[src/rtl/tap_pkg.sv]
package tap_pkg;

    localparam int TAP_WIDTH_DEF = 12;
    localparam int TAP_DEPTH_DEF = 16;

    // Width of a select able to address every stage (at least one bit).
    function automatic int sel_width(input int depth);
        return (depth > 1) ? $clog2(depth) : 1;
    endfunction

endpackage

[src/rtl/tap_shift_store.sv]
module tap_shift_store #(
    parameter int WIDTH = tap_pkg::TAP_WIDTH_DEF,
    parameter int DEPTH = tap_pkg::TAP_DEPTH_DEF
) (
    input  logic                         clk,
    input  logic                         rst,
    input  logic                         push,
    input  logic [WIDTH-1:0]             din,
    output logic [DEPTH-1:0][WIDTH-1:0]  next_o
);

    typedef struct packed {
        logic [DEPTH-1:0][WIDTH-1:0] stage;
    } store_t;

    store_t st_d, st_q;

    // Next contents: either cleared, shifted by one with a new head, or held.
    always_comb begin
        st_d = st_q;
        if (rst) begin
            st_d = '0;
        end else if (push) begin
            st_d.stage[0] = din;
            for (int k = 1; k < DEPTH; k++) begin
                st_d.stage[k] = st_q.stage[k-1];
            end
        end
    end

    always_ff @(posedge clk) begin
        st_q <= st_d;
    end

    // The read path indexes the contents this edge will produce.
    assign next_o = st_d.stage;

endmodule

[src/rtl/tap_read_select.sv]
module tap_read_select #(
    parameter int WIDTH = tap_pkg::TAP_WIDTH_DEF,
    parameter int DEPTH = tap_pkg::TAP_DEPTH_DEF,
    parameter int SEL_W = tap_pkg::sel_width(DEPTH)
) (
    input  logic                         clk,
    input  logic                         rst,
    input  logic [DEPTH-1:0][WIDTH-1:0]  stages,
    input  logic [SEL_W-1:0]             sel,
    output logic [WIDTH-1:0]             word_o
);

    typedef struct packed {
        logic [WIDTH-1:0] word;
    } rd_t;

    rd_t              rd_d, rd_q;
    logic [WIDTH-1:0] pick;

    generate
        if ((1 << SEL_W) == DEPTH) begin : g_full_range
            // Every select code names a real stage.
            assign pick = stages[sel];
        end else begin : g_clamped
            // Codes past the last stage read the deepest one.
            always_comb begin
                if (int'(sel) >= DEPTH) begin
                    pick = stages[DEPTH-1];
                end else begin
                    pick = stages[sel];
                end
            end
        end
    endgenerate

    always_comb begin
        rd_d      = rd_q;
        rd_d.word = rst ? '0 : pick;
    end

    always_ff @(posedge clk) begin
        rd_q <= rd_d;
    end

    assign word_o = rd_q.word;

endmodule

[src/rtl/tap_delay_stack.sv]
module tap_delay_stack #(
    parameter  int WIDTH = tap_pkg::TAP_WIDTH_DEF,
    parameter  int DEPTH = tap_pkg::TAP_DEPTH_DEF,
    localparam int SEL_W = tap_pkg::sel_width(DEPTH)
) (
    input  logic             clk,
    input  logic             rst,
    input  logic             push_n,
    input  logic [WIDTH-1:0] din,
    input  logic [SEL_W-1:0] dly_sel,
    output logic [WIDTH-1:0] tap_out
);

    logic                        push;
    logic [DEPTH-1:0][WIDTH-1:0] stage_next;

    assign push = ~push_n;

    tap_shift_store #(
        .WIDTH (WIDTH),
        .DEPTH (DEPTH)
    ) u_store (
        .clk    (clk),
        .rst    (rst),
        .push   (push),
        .din    (din),
        .next_o (stage_next)
    );

    tap_read_select #(
        .WIDTH (WIDTH),
        .DEPTH (DEPTH),
        .SEL_W (SEL_W)
    ) u_read (
        .clk    (clk),
        .rst    (rst),
        .stages (stage_next),
        .sel    (dly_sel),
        .word_o (tap_out)
    );

endmodule

[config.mk]
export PLATFORM = sky130hd
export DESIGN_NAME = tap_delay_stack
export DESIGN_NICKNAME = d
export VERILOG_FILES = /design/src/rtl/tap_pkg.sv /design/src/rtl/tap_shift_store.sv /design/src/rtl/tap_read_select.sv /design/src/rtl/tap_delay_stack.sv
export SDC_FILE = /design/constraint.sdc
export NUM_CORES = 1
export LEC_CHECK = 0
export CORE_MARGIN = 1
export CORE_UTILIZATION = 35
export CTS_BUF_LIST = sky130_fd_sc_hd__clkbuf_8
export CTS_CLUSTER_DIAMETER = 200
export DETAILED_ROUTE_END_ITERATION = 6
export GPL_ROUTABILITY_DRIVEN = 1
export PLACE_DENSITY = 0.47
export SLEW_MARGIN = 20
export SYNTH_ARGS = -nofsm -noshare
export SYNTH_HDL_FRONTEND = slang
export SYNTH_HIERARCHICAL = 1
export SYNTH_SLANG_ARGS = --single-unit
[constraint.sdc]
create_clock -name clk -period 6.6 [get_ports clk]
set_input_delay 1.98 -clock clk [delete_from_list [all_inputs] [get_ports clk]]
set_output_delay 1.98 -clock clk [all_outputs]
set_load 0.05 [all_outputs]
* Word-level counts from Yosys, hierarchy flattened
Index checks and enable logic that the tools add are counted.
** Word-level totals
- Bits in registers :: 204
- Bits of input ports :: 19
- Output and inout bits :: 12
- Word-level logic and storage cells :: 22
** Operators by class
- Order comparisons :: 1
- Mux-type cells :: 4
** Operator list (number)
- 192-bit two-way mux :: 2
- 12-bit binary-select mux with 4-bit select :: 1
- 12-bit two-way mux :: 1
- 4-bit by 5-bit < comparator with 1-bit output (second input constant) :: 1

* Longest topological paths before layout
- Depth in word-level cells :: 4
- Gate-level depth with buffers :: 10
- Gate-level depth less buffers :: 7

* By module
Netlist, hierarchy kept.
** By module, submodules not included
- tap_shift_store :: instances 1, cells an instance 619, area each 7000.5 sq um, sequential area each 3843.7 sq um
- tap_read_select :: instances 1, cells an instance 208, area each 1986.9 sq um, sequential area each 240.2 sq um
- tap_delay_stack :: instances 1, cells an instance 1, area each 3.8 sq um, sequential area each 0.0 sq um

* Worst setup path after synthesis
OpenSTA, ideal clock, no wires.
- Path type :: input to register
- Start :: in push_n
- End :: reg u_read.rd_q (netlist bit u_read/word_o[0])
- Setup time :: 128 ps
- Arrival :: 3418 ps
- Required time :: 6472 ps
- Setup slack :: 3054 ps
- Stages :: 10
- Path buffers :: 3
- Cells stage by stage :: inv_1 -> buf_4 -> buf_12 -> buf_12 -> mux2i_1 -> nor2_1 -> mux4_1 -> nand2b_1 -> nand3_1 -> o21ai_1
** RTL lines
- start: declaration :: line tap_delay_stack.sv:8 : input logic push_n,
- end signal: assignment :: line tap_read_select.sv:42 : rd_q <= rd_d;
- end: declaration :: line tap_read_select.sv:17 : rd_t rd_d, rd_q;

==> impl_metrics.json <==
{
  "gr-total-overflow": 0,
  "worst_setup_path_end_kind": "register",
  "insertion_delay_ns": 0.52,
  "synth_compound_area_frac": 0.0376,
  "drtAntennaViolNets": 0,
  "arrival_ns": 4.71,
  "min_period_ns": 4.30,
  "cts_buffers": 38,
  "slowest_delay_ns": 0.49,
  "worst_slew_pin_slew_ns": 0.965,
  "synth_xor_area_frac": 0,
  "cts-root-buf": "clkbuf_8",
  "routed_wl_um": 19800,
  "cts-resized-gates": 0,
  "power_w": 0.00262,
  "drive_gt1_frac": 0.0897,
  "criticalPathCategory": "primary input to register",
  "mostFrequentLayoutCells": "mux2i_1, dfxtp_1, nor2_1, clkbuf_8, a22oi_1",
  "place.gp.congestion": 0.721,
  "min_path_type": "register to register",
  "yosys.area_share.simple": 0.103,
  "fin_area_sq_um": 9850,
  "diodes": 0,
  "ys_seq_area_frac": 0.454,
  "relSlewSlack": 0.357,
  "power.leakage_nw": 4.33,
  "synthMuxAreaShare": 0.325,
  "drt_pass1_iterations": 5,
  "period_share": 0.652,
  "ys_warn_count": 6,
  "drt-initial-drc-count": 232,
  "die_w_um": 162,
  "synth_area_sq_um": 8990,
  "coreArea_sq_um": 25200,
  "post_cts_buffers": 0,
  "vias": 5827,
  "fmax_ghz": 0.232,
  "power.density_nw_per_um2": 266,
  "io_pins": 31,
  "cts.sinks": 204,
  "grt_pass1_wl_um": 31800,
  "synthTopCellsByArea": "dfxtp_1, mux2i_1, nor2_1",
  "io_buffers": 30,
  "drc": 0,
  "worstPathCellList": "clkdlybuf4s50_1, inv_8, buf_12, buf_4, mux2i_1, nor2_1, mux2i_1, a22oi_1, nand2_1, o21ai_1",
  "setup_tns_ns": 0,
  "cap_viol_max_count": 0,
  "cpMostUsedCell": "mux2i_1",
  "htree_levels": 2,
  "fin_nets": 864,
  "holdBufCountCts": 0,
  "wire_per_inst_um": 16.5,
  "rsz0062_at_grt": "false",
  "layout_commonest_cell": "mux2i_1",
  "slew_violations": 0,
  "ys_seq_elements": 204,
  "syn_inst": 828,
  "syn_nets": 847,
  "grt_max_degree": 119,
  "grt_pass1_vias": 5962,
  "final.setup_skew_ns": 0.0142,
  "groute.usage.overall": 0.154,
  "crit_slowest_cell": "clkdlybuf4s50_1",
  "cts_buffer_depth": 3,
  "dieArea_sq_um": 26300,
  "vdd_drop_max_mv": 0.130,
  "r2r_slack_ns": 4.94,
  "antenna_found_initial": 0,
  "dp_hpwl_um": 12200,
  "yosysTopAreaCell": "dfxtp_1",
  "status": "completed",
  "cts_tree": "yes",
  "place_area_sq_um": 9110,
  "path_clk_slew_ns": 0.06,
  "die_y_um": 162,
  "syn2layout_area_growth_pct": 9.55,
  "required_ns": 7.01,
  "rows": 58,
  "critical_path.max_fanout": 61,
  "crit_path_start_kind": "primary input",
  "initial_core_util": 0.357,
  "setup_viol": 0,
  "synth_top_area_frac": 0.454,
  "hold_viol": 0,
  "synth_cell_types": 19,
  "avgSynthCellArea_sq_um": 10.9,
  "synth_top_family_by_area": "multiplexers",
  "via_per_inst": 4.86,
  "synth_fa_ha_area_frac": 0
}
-- worst paths after layout --
check,start,to,cells after the start
worst max register to register,u_store/st_q[85],u_read/word_o[1],6
worst min register to register,u_store/st_q[191],u_store/st_q[191],2
worst min-delay path,u_store/st_q[191],u_store/st_q[191],2
worst max-delay path,push_n,u_read/word_o[5],10
-- per-stage QoR --
stage,util,hold WS (ns),instances,worst slack [ns]
finish,0.391,0.514,1200,2.30
global route,0.391,0.546,1200,2.16
CTS,0.391,0.522,1200,2.29
detailed placement,0.362,0.507,1135,1.73
global placement,0.362,0.490,1135,1.74
floorplan,-,0.475,828,3.05
-- worst max-delay path, delay by kind of cell --
kind,cells,cell delay (ns)
mux,2,0.23
compound gates,2,0.41
simple gates,2,0.23
buf+inv,4,1.79
-- power by group --
part	internal (W)	switching [W]	total (W)	leakage, nW
Clock	0.000661	0.000505	0.00117	0.432
Combinational	0.0000782	0.000126	0.000204	2.25
Sequential	0.00125	0.00000751	0.00125	1.65
-- final cells by class --
| class | count | area (sq um) |
|---|---|---|
| Fill cell | 2476 | 15300 |
| Multi-Input combinational cell | 559 | 4200 |
| Sequential cell | 204 | 4080 |
| Clock buffer | 49 | 674 |
| Tap cell | 330 | 413 |
| Timing Repair Buffer | 41 | 394 |
| Clock inverter | 16 | 68.8 |
| Inverter | 1 | 11.3 |
-- synth_stat cells (all sizes together) --
cell type	n
a22oi	37
and2	1
buf	52
clkbuf	12
dfxtp	204
inv	1
mux2i	266
mux4	11
nand2	12
nand2b	12
nand3	12
nor2	194
nor2b	2
o21ai	12
-- per-layer routing --
layer  track usage  share of wire
met5             0              0
met1         0.201           0.48
met2         0.250           0.46
met4        0.0549          0.021
met3        0.0314          0.038
-- cells by family after synthesis --
logic type | count (synthesis)
AOI/OAI and AO/OA | 49
buffers and inverters | 65
DFF | 204
muxes | 277
and+or+nand+nor | 233
-- flip-flops by register name, summed over array words and instances, names as in the netlist --
signal         flops
u_store/st_q     192
u_read/word_o     12
(Power assumes the default switching activity.)
